$ cat src/rtl/serial_rx_pkg.sv
package serial_rx_pkg;

  typedef enum logic [1:0] {
    PAR_NONE = 2'b00,
    PAR_RSVD = 2'b01,
    PAR_EVEN = 2'b10,
    PAR_ODD  = 2'b11
  } par_mode_e;

  typedef enum logic [2:0] {
    RS_IDLE,
    RS_START,
    RS_DATA,
    RS_PAR,
    RS_STOP
  } rx_state_e;

  localparam int unsigned MAX_BITS = 9;

  // 2-of-3 majority of three line samples
  function automatic logic vote3(input logic a, input logic b, input logic c);
    return (a & b) | (a & c) | (b & c);
  endfunction

  // Character length forced into the 5..9 range
  function automatic logic [3:0] clamp_len(input logic [3:0] req);
    if (req < 4'd5) return 4'd5;
    if (req > 4'd9) return 4'd9;
    return req;
  endfunction

  // Parity bit a sender would attach; unused data bits are zero
  function automatic logic want_parity(input logic [MAX_BITS-1:0] d, input logic odd);
    return (^d) ^ odd;
  endfunction

endpackage

$ cat src/rtl/srx_tick_gen.sv
module srx_tick_gen #(
  parameter int DIV_W = 12
) (
  input  logic             clk,
  input  logic             rst_n,
  input  logic [DIV_W-1:0] div,
  output logic             tick
);
  logic [DIV_W-1:0] cnt_q;

  always_ff @(posedge clk or negedge rst_n) begin
    if (!rst_n)          cnt_q <= '0;
    else if (cnt_q == '0) cnt_q <= div;
    else                 cnt_q <= cnt_q - 1'b1;
  end

  assign tick = (cnt_q == '0);
endmodule

$ cat src/rtl/srx_line_sync.sv
module srx_line_sync #(
  parameter int STAGES = 2
) (
  input  logic clk,
  input  logic rst_n,
  input  logic din,
  output logic dout
);
  logic [STAGES-1:0] sr_q;

  generate
    if (STAGES == 1) begin : g_one
      always_ff @(posedge clk or negedge rst_n) begin
        if (!rst_n) sr_q <= '1;
        else        sr_q <= din;
      end
    end else begin : g_many
      always_ff @(posedge clk or negedge rst_n) begin
        if (!rst_n) sr_q <= '1;
        else        sr_q <= {sr_q[STAGES-2:0], din};
      end
    end
  endgenerate

  assign dout = sr_q[STAGES-1];
endmodule

$ cat src/rtl/srx_frame_fsm.sv
module srx_frame_fsm
  import serial_rx_pkg::*;
(
  input  logic                clk,
  input  logic                rst_n,
  input  logic                en,
  input  logic                tick,
  input  logic                line,
  input  logic [3:0]          len,
  input  par_mode_e           pmode,
  output logic                done,
  output logic [MAX_BITS-1:0] done_data,
  output logic                done_ferr,
  output logic                done_perr,
  output logic                busy,
  output logic                glitch
);
  rx_state_e           state_q;
  logic [3:0]          sub_q;
  logic [3:0]          bitn_q;
  logic [MAX_BITS-1:0] shreg_q;
  logic                prev_q, s_a_q, s_b_q, pbit_q;
  logic                v_now, decide, par_on, fall;

  assign v_now  = vote3(s_a_q, s_b_q, line);
  assign decide = en && tick && (sub_q == 4'd9);
  assign par_on = (pmode == PAR_EVEN) || (pmode == PAR_ODD);
  assign fall   = prev_q && !line;

  always_ff @(posedge clk or negedge rst_n) begin
    if (!rst_n) begin
      state_q <= RS_IDLE;
      sub_q   <= '0;
      bitn_q  <= '0;
      shreg_q <= '0;
      prev_q  <= 1'b1;
      s_a_q   <= 1'b1;
      s_b_q   <= 1'b1;
      pbit_q  <= 1'b0;
    end else begin
      if (tick) prev_q <= line;
      if (!en) begin
        state_q <= RS_IDLE;
      end else if (tick) begin
        if (state_q == RS_IDLE) begin
          if (fall) begin
            state_q <= RS_START;
            sub_q   <= 4'd1;
          end
        end else begin
          sub_q <= sub_q + 4'd1;
          if (sub_q == 4'd7) s_a_q <= line;
          if (sub_q == 4'd8) s_b_q <= line;
          if (sub_q == 4'd9) begin
            unique case (state_q)
              RS_START: begin
                if (v_now) state_q <= RS_IDLE;
                else begin
                  state_q <= RS_DATA;
                  bitn_q  <= '0;
                  shreg_q <= '0;
                end
              end
              RS_DATA: begin
                shreg_q[bitn_q] <= v_now;
                if (bitn_q == len - 4'd1) state_q <= par_on ? RS_PAR : RS_STOP;
                else                      bitn_q  <= bitn_q + 4'd1;
              end
              RS_PAR: begin
                pbit_q  <= v_now;
                state_q <= RS_STOP;
              end
              RS_STOP: state_q <= RS_IDLE;
              default: state_q <= RS_IDLE;
            endcase
          end
        end
      end
    end
  end

  assign done      = decide && (state_q == RS_STOP);
  assign glitch    = decide && (state_q == RS_START) && v_now;
  assign done_ferr = !v_now;
  assign done_perr = par_on && (pbit_q != want_parity(shreg_q, pmode == PAR_ODD));
  assign done_data = shreg_q;
  assign busy      = (state_q != RS_IDLE);
endmodule

$ cat src/rtl/srx_hold_reg.sv
module srx_hold_reg
  import serial_rx_pkg::*;
(
  input  logic                clk,
  input  logic                rst_n,
  input  logic                load,
  input  logic [MAX_BITS-1:0] ld_data,
  input  logic                ld_ferr,
  input  logic                ld_perr,
  input  logic                rd,
  output logic [MAX_BITS-1:0] data,
  output logic                ready,
  output logic                ferr,
  output logic                perr,
  output logic                ovr
);
  always_ff @(posedge clk or negedge rst_n) begin
    if (!rst_n) begin
      data  <= '0;
      ready <= 1'b0;
      ferr  <= 1'b0;
      perr  <= 1'b0;
      ovr   <= 1'b0;
    end else if (load) begin
      data  <= ld_data;
      ready <= 1'b1;
      ferr  <= ld_ferr;
      perr  <= ld_perr;
      ovr   <= ready && !rd;
    end else if (rd) begin
      ready <= 1'b0;
      ferr  <= 1'b0;
      perr  <= 1'b0;
      ovr   <= 1'b0;
    end
  end
endmodule

$ cat src/rtl/serial_rx_core.sv
module serial_rx_core
  import serial_rx_pkg::*;
#(
  parameter int DIV_W       = 12,
  parameter int SYNC_STAGES = 2
) (
  input  logic             clk,
  input  logic             rst_n,
  input  logic             rx_en,
  input  logic [DIV_W-1:0] baud_div,
  input  logic [3:0]       char_len,
  input  logic [1:0]       par_mode,
  input  logic             rx_line,
  input  logic             rd_strobe,
  input  logic             irq_en,
  output logic [7:0]       rx_data,
  output logic             rx_bit9,
  output logic             rx_ready,
  output logic             frame_err,
  output logic             parity_err,
  output logic             overrun,
  output logic             irq
);
  logic                tick, line_s;
  logic                char_done, busy, glitch_seen;
  logic                c_ferr, c_perr;
  logic [MAX_BITS-1:0] c_data, held;
  logic [3:0]          len_eff;

  assign len_eff = clamp_len(char_len);

  srx_tick_gen #(.DIV_W(DIV_W)) tick_i (
    .clk(clk), .rst_n(rst_n), .div(baud_div), .tick(tick)
  );

  srx_line_sync #(.STAGES(SYNC_STAGES)) sync_i (
    .clk(clk), .rst_n(rst_n), .din(rx_line), .dout(line_s)
  );

  srx_frame_fsm fsm_i (
    .clk(clk), .rst_n(rst_n), .en(rx_en), .tick(tick), .line(line_s),
    .len(len_eff), .pmode(par_mode_e'(par_mode)),
    .done(char_done), .done_data(c_data), .done_ferr(c_ferr), .done_perr(c_perr),
    .busy(busy), .glitch(glitch_seen)
  );

  srx_hold_reg hold_i (
    .clk(clk), .rst_n(rst_n), .load(char_done), .ld_data(c_data),
    .ld_ferr(c_ferr), .ld_perr(c_perr), .rd(rd_strobe),
    .data(held), .ready(rx_ready), .ferr(frame_err), .perr(parity_err), .ovr(overrun)
  );

  assign rx_data = held[7:0];
  assign rx_bit9 = held[8];
  assign irq     = irq_en & rx_ready;
endmodule

$ cat config.mk
export PLATFORM = sky130hd
export DESIGN_NAME = serial_rx_core
export DESIGN_NICKNAME = d
export VERILOG_FILES = /design/src/rtl/serial_rx_pkg.sv /design/src/rtl/srx_tick_gen.sv /design/src/rtl/srx_line_sync.sv /design/src/rtl/srx_frame_fsm.sv /design/src/rtl/srx_hold_reg.sv /design/src/rtl/serial_rx_core.sv
export SDC_FILE = /design/constraint.sdc
export NUM_CORES = 1
export LEC_CHECK = 0
export BUFFER_PORTS_ARGS = -buffer_cell sky130_fd_sc_hd__buf_2
export CORE_MARGIN = 2
export CORE_UTILIZATION = 30
export CTS_BUF_LIST = sky130_fd_sc_hd__clkbuf_4 sky130_fd_sc_hd__clkbuf_8 sky130_fd_sc_hd__clkbuf_16
export DETAILED_ROUTE_END_ITERATION = 8
export PLACE_DENSITY = 0.49
export SKIP_LAST_GASP = 1
export SLEW_MARGIN = 30
export SYNTH_ARGS = -nofsm -noshare
export SYNTH_HDL_FRONTEND = slang
export SYNTH_SLANG_ARGS = --single-unit
$ cat constraint.sdc
create_clock -name clk -period 2.4 [get_ports clk]
set_input_delay 0 -clock clk [delete_from_list [all_inputs] [get_ports clk]]
set_output_delay 0 -clock clk [all_outputs]
set_load 0.02 [all_outputs]
Yosys cells after proc, flatten, opt, wreduce, memory -nomap -nowiden

Index checks and enable logic that the tools add are counted.

$lt $le $gt $ge: 4
Bitwise gates (word level): 8
Eq/ne operators: 18
$add $sub $neg: 4
Reductions and logical operators: 23
Multiplexer cells: 32

Operators by type and width:

| operator                                                    | count |
|---|---|
| 2-to-1 mux 4 bit                                            | 8 |
| 2-to-1 mux 3 bit                                            | 7 |
| one-hot mux 9 bit (2 select lines)                          | 1 |
| zero test 12 bit                                            | 1 |
| 2-to-1 mux 12 bit                                           | 1 |
| AND reduction 4 bit                                         | 3 |
| subtractor 12 x 1 -> 12 bit (second input constant)         | 1 |
| bitwise mux 9 bit                                           | 1 |
| 2-to-1 mux 1 bit                                            | 9 |
| 2-to-1 mux 9 bit                                            | 1 |
| one-hot mux 3 bit (3 select lines)                          | 1 |
| parity 9 bit                                                | 1 |
| adder 4 x 1 -> 4 bit (second input constant)                | 2 |
| == test 4 bit (second input constant)                       | 2 |
| one-hot mux 4 bit (2 select lines)                          | 1 |
| logical AND 1 bit                                           | 7 |
| AND reduction 7 bit                                         | 1 |
| == test 3 x 2 -> 1 bit (second input constant)              | 2 |
| AND reduction 6 bit                                         | 1 |
| less-than comparator 4 x 5 -> 1 bit (second input constant) | 1 |
| AND reduction 5 bit                                         | 1 |
| bitwise AND 1 bit                                           | 4 |
| demux 1 bit (select 4 bit)                                  | 1 |
| == test 2 bit (second input constant)                       | 2 |
| other kinds (23)                                            | 29 |

Output and inout bits: 14
Input bits: 24
Flip-flop bits (word level): 51

Longest topological paths before layout

Depth in word-level cells: 13
Gate-level depth with buffers: 9
Gate-level depth less buffers: 8

By module

A second synthesis with hierarchy kept.

Cells, all modules: 287
Area total of the unflattened synthesis: 2,854.0 µm²

By module, submodules not included:

| module         | area each (µm²) | instances | cells each |
|---|---|---|---|
| srx_frame_fsm  | 1,594.0         | 1         | 177 |
| srx_tick_gen   | 681.9           | 1         | 72 |
| srx_hold_reg   | 488.0           | 1         | 30 |
| srx_line_sync  | 52.6            | 1         | 2 |
| serial_rx_core | 37.5            | 1         | 6 |

Worst setup path after synthesis

No wires, ideal clock.

Kind: reg-to-reg
Start: reg tick_i.cnt_q[7]
End: reg hold_i.data[2]
Path buffers: 2
Library setup time: 0.125 ns
Cell stages (with the launch flop): 7
Data arrival time: 2.033 ns
Path slack: 0.242 ns
Required time: 2.275 ns
Clock period less this slack: 2.158 ns
Cells stage by stage: dfrtp_1 -> or4_4 -> nor4_4 -> and4_1 -> buf_4 -> buf_6 -> mux2_2

Longest elaborated chain between the ends: 4

Ends and longest elaborated chain:

| element                        | line                | RTL |
|---|---|---|
| from (decl)                    | srx_tick_gen.sv:9   | `logic [DIV_W-1:0] cnt_q;` |
| from (signal assigned)         | srx_tick_gen.sv:13  | `else if (cnt_q == '0) cnt_q <= div;` |
| from (signal assigned)         | srx_tick_gen.sv:14  | `else cnt_q <= cnt_q - 1'b1;` |
| zero test 12 bit               | srx_tick_gen.sv:17  | `assign tick = (cnt_q == '0);` |
| logical AND 1 bit (2 in a row) | srx_frame_fsm.sv:26 | `assign decide = en && tick && (sub_q == 4'd9);` |
| logical AND 1 bit              | srx_frame_fsm.sv:82 | `assign done = decide && (state_q == RS_STOP);` |
| to (signal assigned)           | srx_hold_reg.sv:25  | `data <= ld_data;` |
| to (decl)                      | srx_hold_reg.sv:11  | `output logic [MAX_BITS-1:0] data,` |

No other way between the ends.
A chain may end at the register's enable or synchronous reset.

Final worst setup path

Start: reg tick_i.cnt_q[7]
End: reg hold_i.data[3]

The elaborated chain is that of the path after synthesis.

==> qor.yml <==
layout-area-overhead-vs-synth_pct: 23.8
nNetsFinal: 393
report.final.setup_viol: 0
timing.critical_path.required_ns: 2.59
synth-seq-cells: 51
dr.first_iter.drc_count: 149
layout_min_cycle_time_ns: 2.23
synthesis.instances: 295
io_pins: 38
timing.hold.worst_path_depth: 4
yosys.cell_count.top_type: "sky130_fd_sc_hd__dfrtp_1"
tritoncts: "done"
wirelength_um: 6450
final.period_utilization_pct: 93.0
drt_drc_violations_left: 0
synth_compound_area_share_pct: 13.4
p_per_area_nw_per_um2: 481
synthesis.area_sq_um: 2880
synth_sequential_area_ratio_pct: 44.5
synth_commonest_cells: "46 x sky130_fd_sc_hd__dfrtp_1, 40 x sky130_fd_sc_hd__nand2_1, 21 x sky130_fd_sc_hd__nor2_1"
worst_slew_pin_slew_ns: 0.677
fmax_mhz: 448
detailed_place_hpwl_um: 4630
critical_path.startpoint_type: "flop"
critical_path.n_buffers_inverters: 2
vias: 2325
worstPathCellList: "or4_4, nor4_4, buf_4, and4_1, buf_12, mux2_2"
first_global_vias: 2313
quantity_of_i_o_buffers_inserted_on_ports: 37
setup_repair_after_global_routing_missed_its_margin: "no"
finalPower_mw: 1.71
dp_worst_setup_slack_ns: 0.0835
combinational_family_with_the_most_area_after_synthesis: "simple AND/OR/NAND/NOR gates"
synth_warnings: 0
synth_largest_type_area_fraction_pct: 40.0
maximum_level_of_the_cts_h_tree: 2
drive_gt1_share_pct: 23.8
timing.critical_path.max_delay_family: "simple AND/OR/NAND/NOR gates"
clk_pin_slew_worst_paths_ns: 0.09
critPathSlowestCell: "sky130_fd_sc_hd__or4_4"
report.final.hold_viol_count: 0
timing.final.max_slew_violations: 0
ys_dominant_reg_cell: "sky130_fd_sc_hd__dfrtp_1"
initial_core_util_pct: 31.0
critical_path.max_fanout: 14
die-height_um: 102
fp.dieArea_sq_um: 10400
setup.worst_path.class: "reg2reg"
wl_per_cell_um: 13.2
placeableCoreArea_sq_um: 9280
stages_on_worst_setup_path: 6
fp.dieW_um: 102
peakVddDrop_v: 0.000346
worst_slack_ns: 0.167
routed_via_density: 4.74
gr-total-overflow: 0
syn-num-nets: 328
maxCapViolations: 0
grt_first_pass_wirelength_um: 11100
n_antenna_cell: 0
insertion_delay_ns: 0.31
slew_headroom_pct: 54.9
fp-row-count: 35
r2r_cells: 6
class_of_the_worst_hold_path: "in2reg"
drt_first_pass_iters: 4
clockRootBuffer: "sky130_fd_sc_hd__clkbuf_8"
timing.critical_path.slowest_cell_delay_ns: 0.59
yosys.area_share.adder_pct: 4.26
cts-buffers-inserted: 5
gp_weighted_congestion: 0.866
final_util_pct: 38.4
synth-edff-count: 0
yosys-mux-area-fraction_pct: 6.87
antenna_found_initial: 0
end_kind: "flop"
finalSetupTns_ns: 0
fin_worst_skew_ns: 0.0171
p_leak_nw: 1.61
postRouteAntennaNets: 0
grt_usage_pct: 13.4
ranking_of_synthesized_cells_by_area: "sky130_fd_sc_hd__dfrtp_1 40%, sky130_fd_sc_hd__mux2_2 5.5%, sky130_fd_sc_hd__nand2_1 5.2%"
grt_start_max_net_pins: 52
cts_num_sinks: 51
synth_async_sr_flop_share_pct: 100
synth_simple_gate_area_share_pct: 22.9
cts_max_path_buffers: 2
final.hold.worst_slack_ns: 0.0758
synth.distinct_cells: 59
post_syn_area_per_cell_sq_um: 9.76
worst_ep_arrival_time_ns: 2.42
synth_largest_area_cell: "sky130_fd_sc_hd__dfrtp_1"
synth_xor_area_share_pct: 4.87
result_of_the_run: "finished clean"
-- final cells by class --
class                           instances  area [sq um]
Fill cell                             963          5720
Multi-Input combinational cell        223          1510
Sequential cell                        51          1280
Timing Repair Buffer                   66           453
Tap cell                              129           161
Clock buffer                            5          68.8
Inverter                               13          48.8
Clock inverter                          3          43.8
-- what timing repair did --
item / in CTS / in global routing
setup buffers: 0 / 1
endpoints found under the setup margin: 0 / 1
resized for setup: 0 / 0
hold buffers: 15 / 0
hold endpoints to repair: 62 / 0
-- registers in the layout, summed over array words and instances, names as in the netlist, 2 cells and up --
register	flops
fsm_i.bitn_q	4
fsm_i.state_q	3
sync_i.sr_q	2
fsm_i.done_data	9
fsm_i.sub_q	4
hold_i.data	9
tick_i.cnt_q	12
-- kinds of logic after synthesis --
| logic type | after synthesis |
|---|---|
| AOI/OAI and AO/OA | 56 |
| muxes | 18 |
| adders and majority gates | 10 |
| buffers and inverters | 21 |
| and+or+nand+nor | 123 |
| xor gates and xnor gates | 16 |
| DFF | 51 |
-- power by group --
part           leakage, nW  total (mW)  switching (mW)  internal, mW
sequential           0.647       0.953          0.0529         0.900
clock               0.0581       0.617           0.306         0.311
combinational        0.907       0.143          0.0684        0.0744
total                 1.61        1.71           0.427          1.29
-- worst min-delay path: cells and delay by family --
| kind | cells | cell delay (ns) |
|---|---|---|
| multiplexers | 1 | 0.15 |
| AND/OR/NAND/NOR | 2 | 0.10 |
| buffers and inverters | 1 | 0.09 |
-- stage by stage --
step / std cells / area [sq um]
detailed placement: 466 / 3290
global route: 490 / 3560
CTS: 489 / 3560
floorplan: 295 / 2880
finish: 490 / 3560
global placement: 466 / 3290
-- metal layers --
metal / share of wire [%] / wire length, um / GRT usage [%]
met5: 0 / 0 / 0
met4: 1.1 / 71 / 3.18
met3: 3.4 / 220 / 2.39
met2: 46 / 2990 / 22.9
met1: 49 / 3160 / 17.6
-- worst paths after layout --
path / startpoint / to / slack [ns]
min in group asynchronous: rst_n / hold_i.data[1] / 0.34
max in group asynchronous: rst_n / fsm_i.done_data[5] / 1.59
hold reg to reg: sync_i.sr_q[0] / sync_i.sr_q[1] / 0.36
setup reg to reg: tick_i.cnt_q[7] / hold_i.data[3] / 0.17
setup / recovery: tick_i.cnt_q[7] / hold_i.data[3] / 0.17
hold / removal: baud_div[10] / tick_i.cnt_q[10] / 0.08
-- placed cells by master, fill, tap and decap left out, drive strengths merged, types with 12 or more instances in the layout --
master | Yosys | layout
dfrtp | 46 | 46
inv | 13 | 13
nand2 | 40 | 40
o21ai | 20 | 20
xnor2 | 12 | 12
dlygate4sd3 | 0 | 15
mux2 | 14 | 14
a21oi | 13 | 13
nor2 | 21 | 21
buf | 4 | 51
No activity file was read; power rests on OpenSTA's default activity.
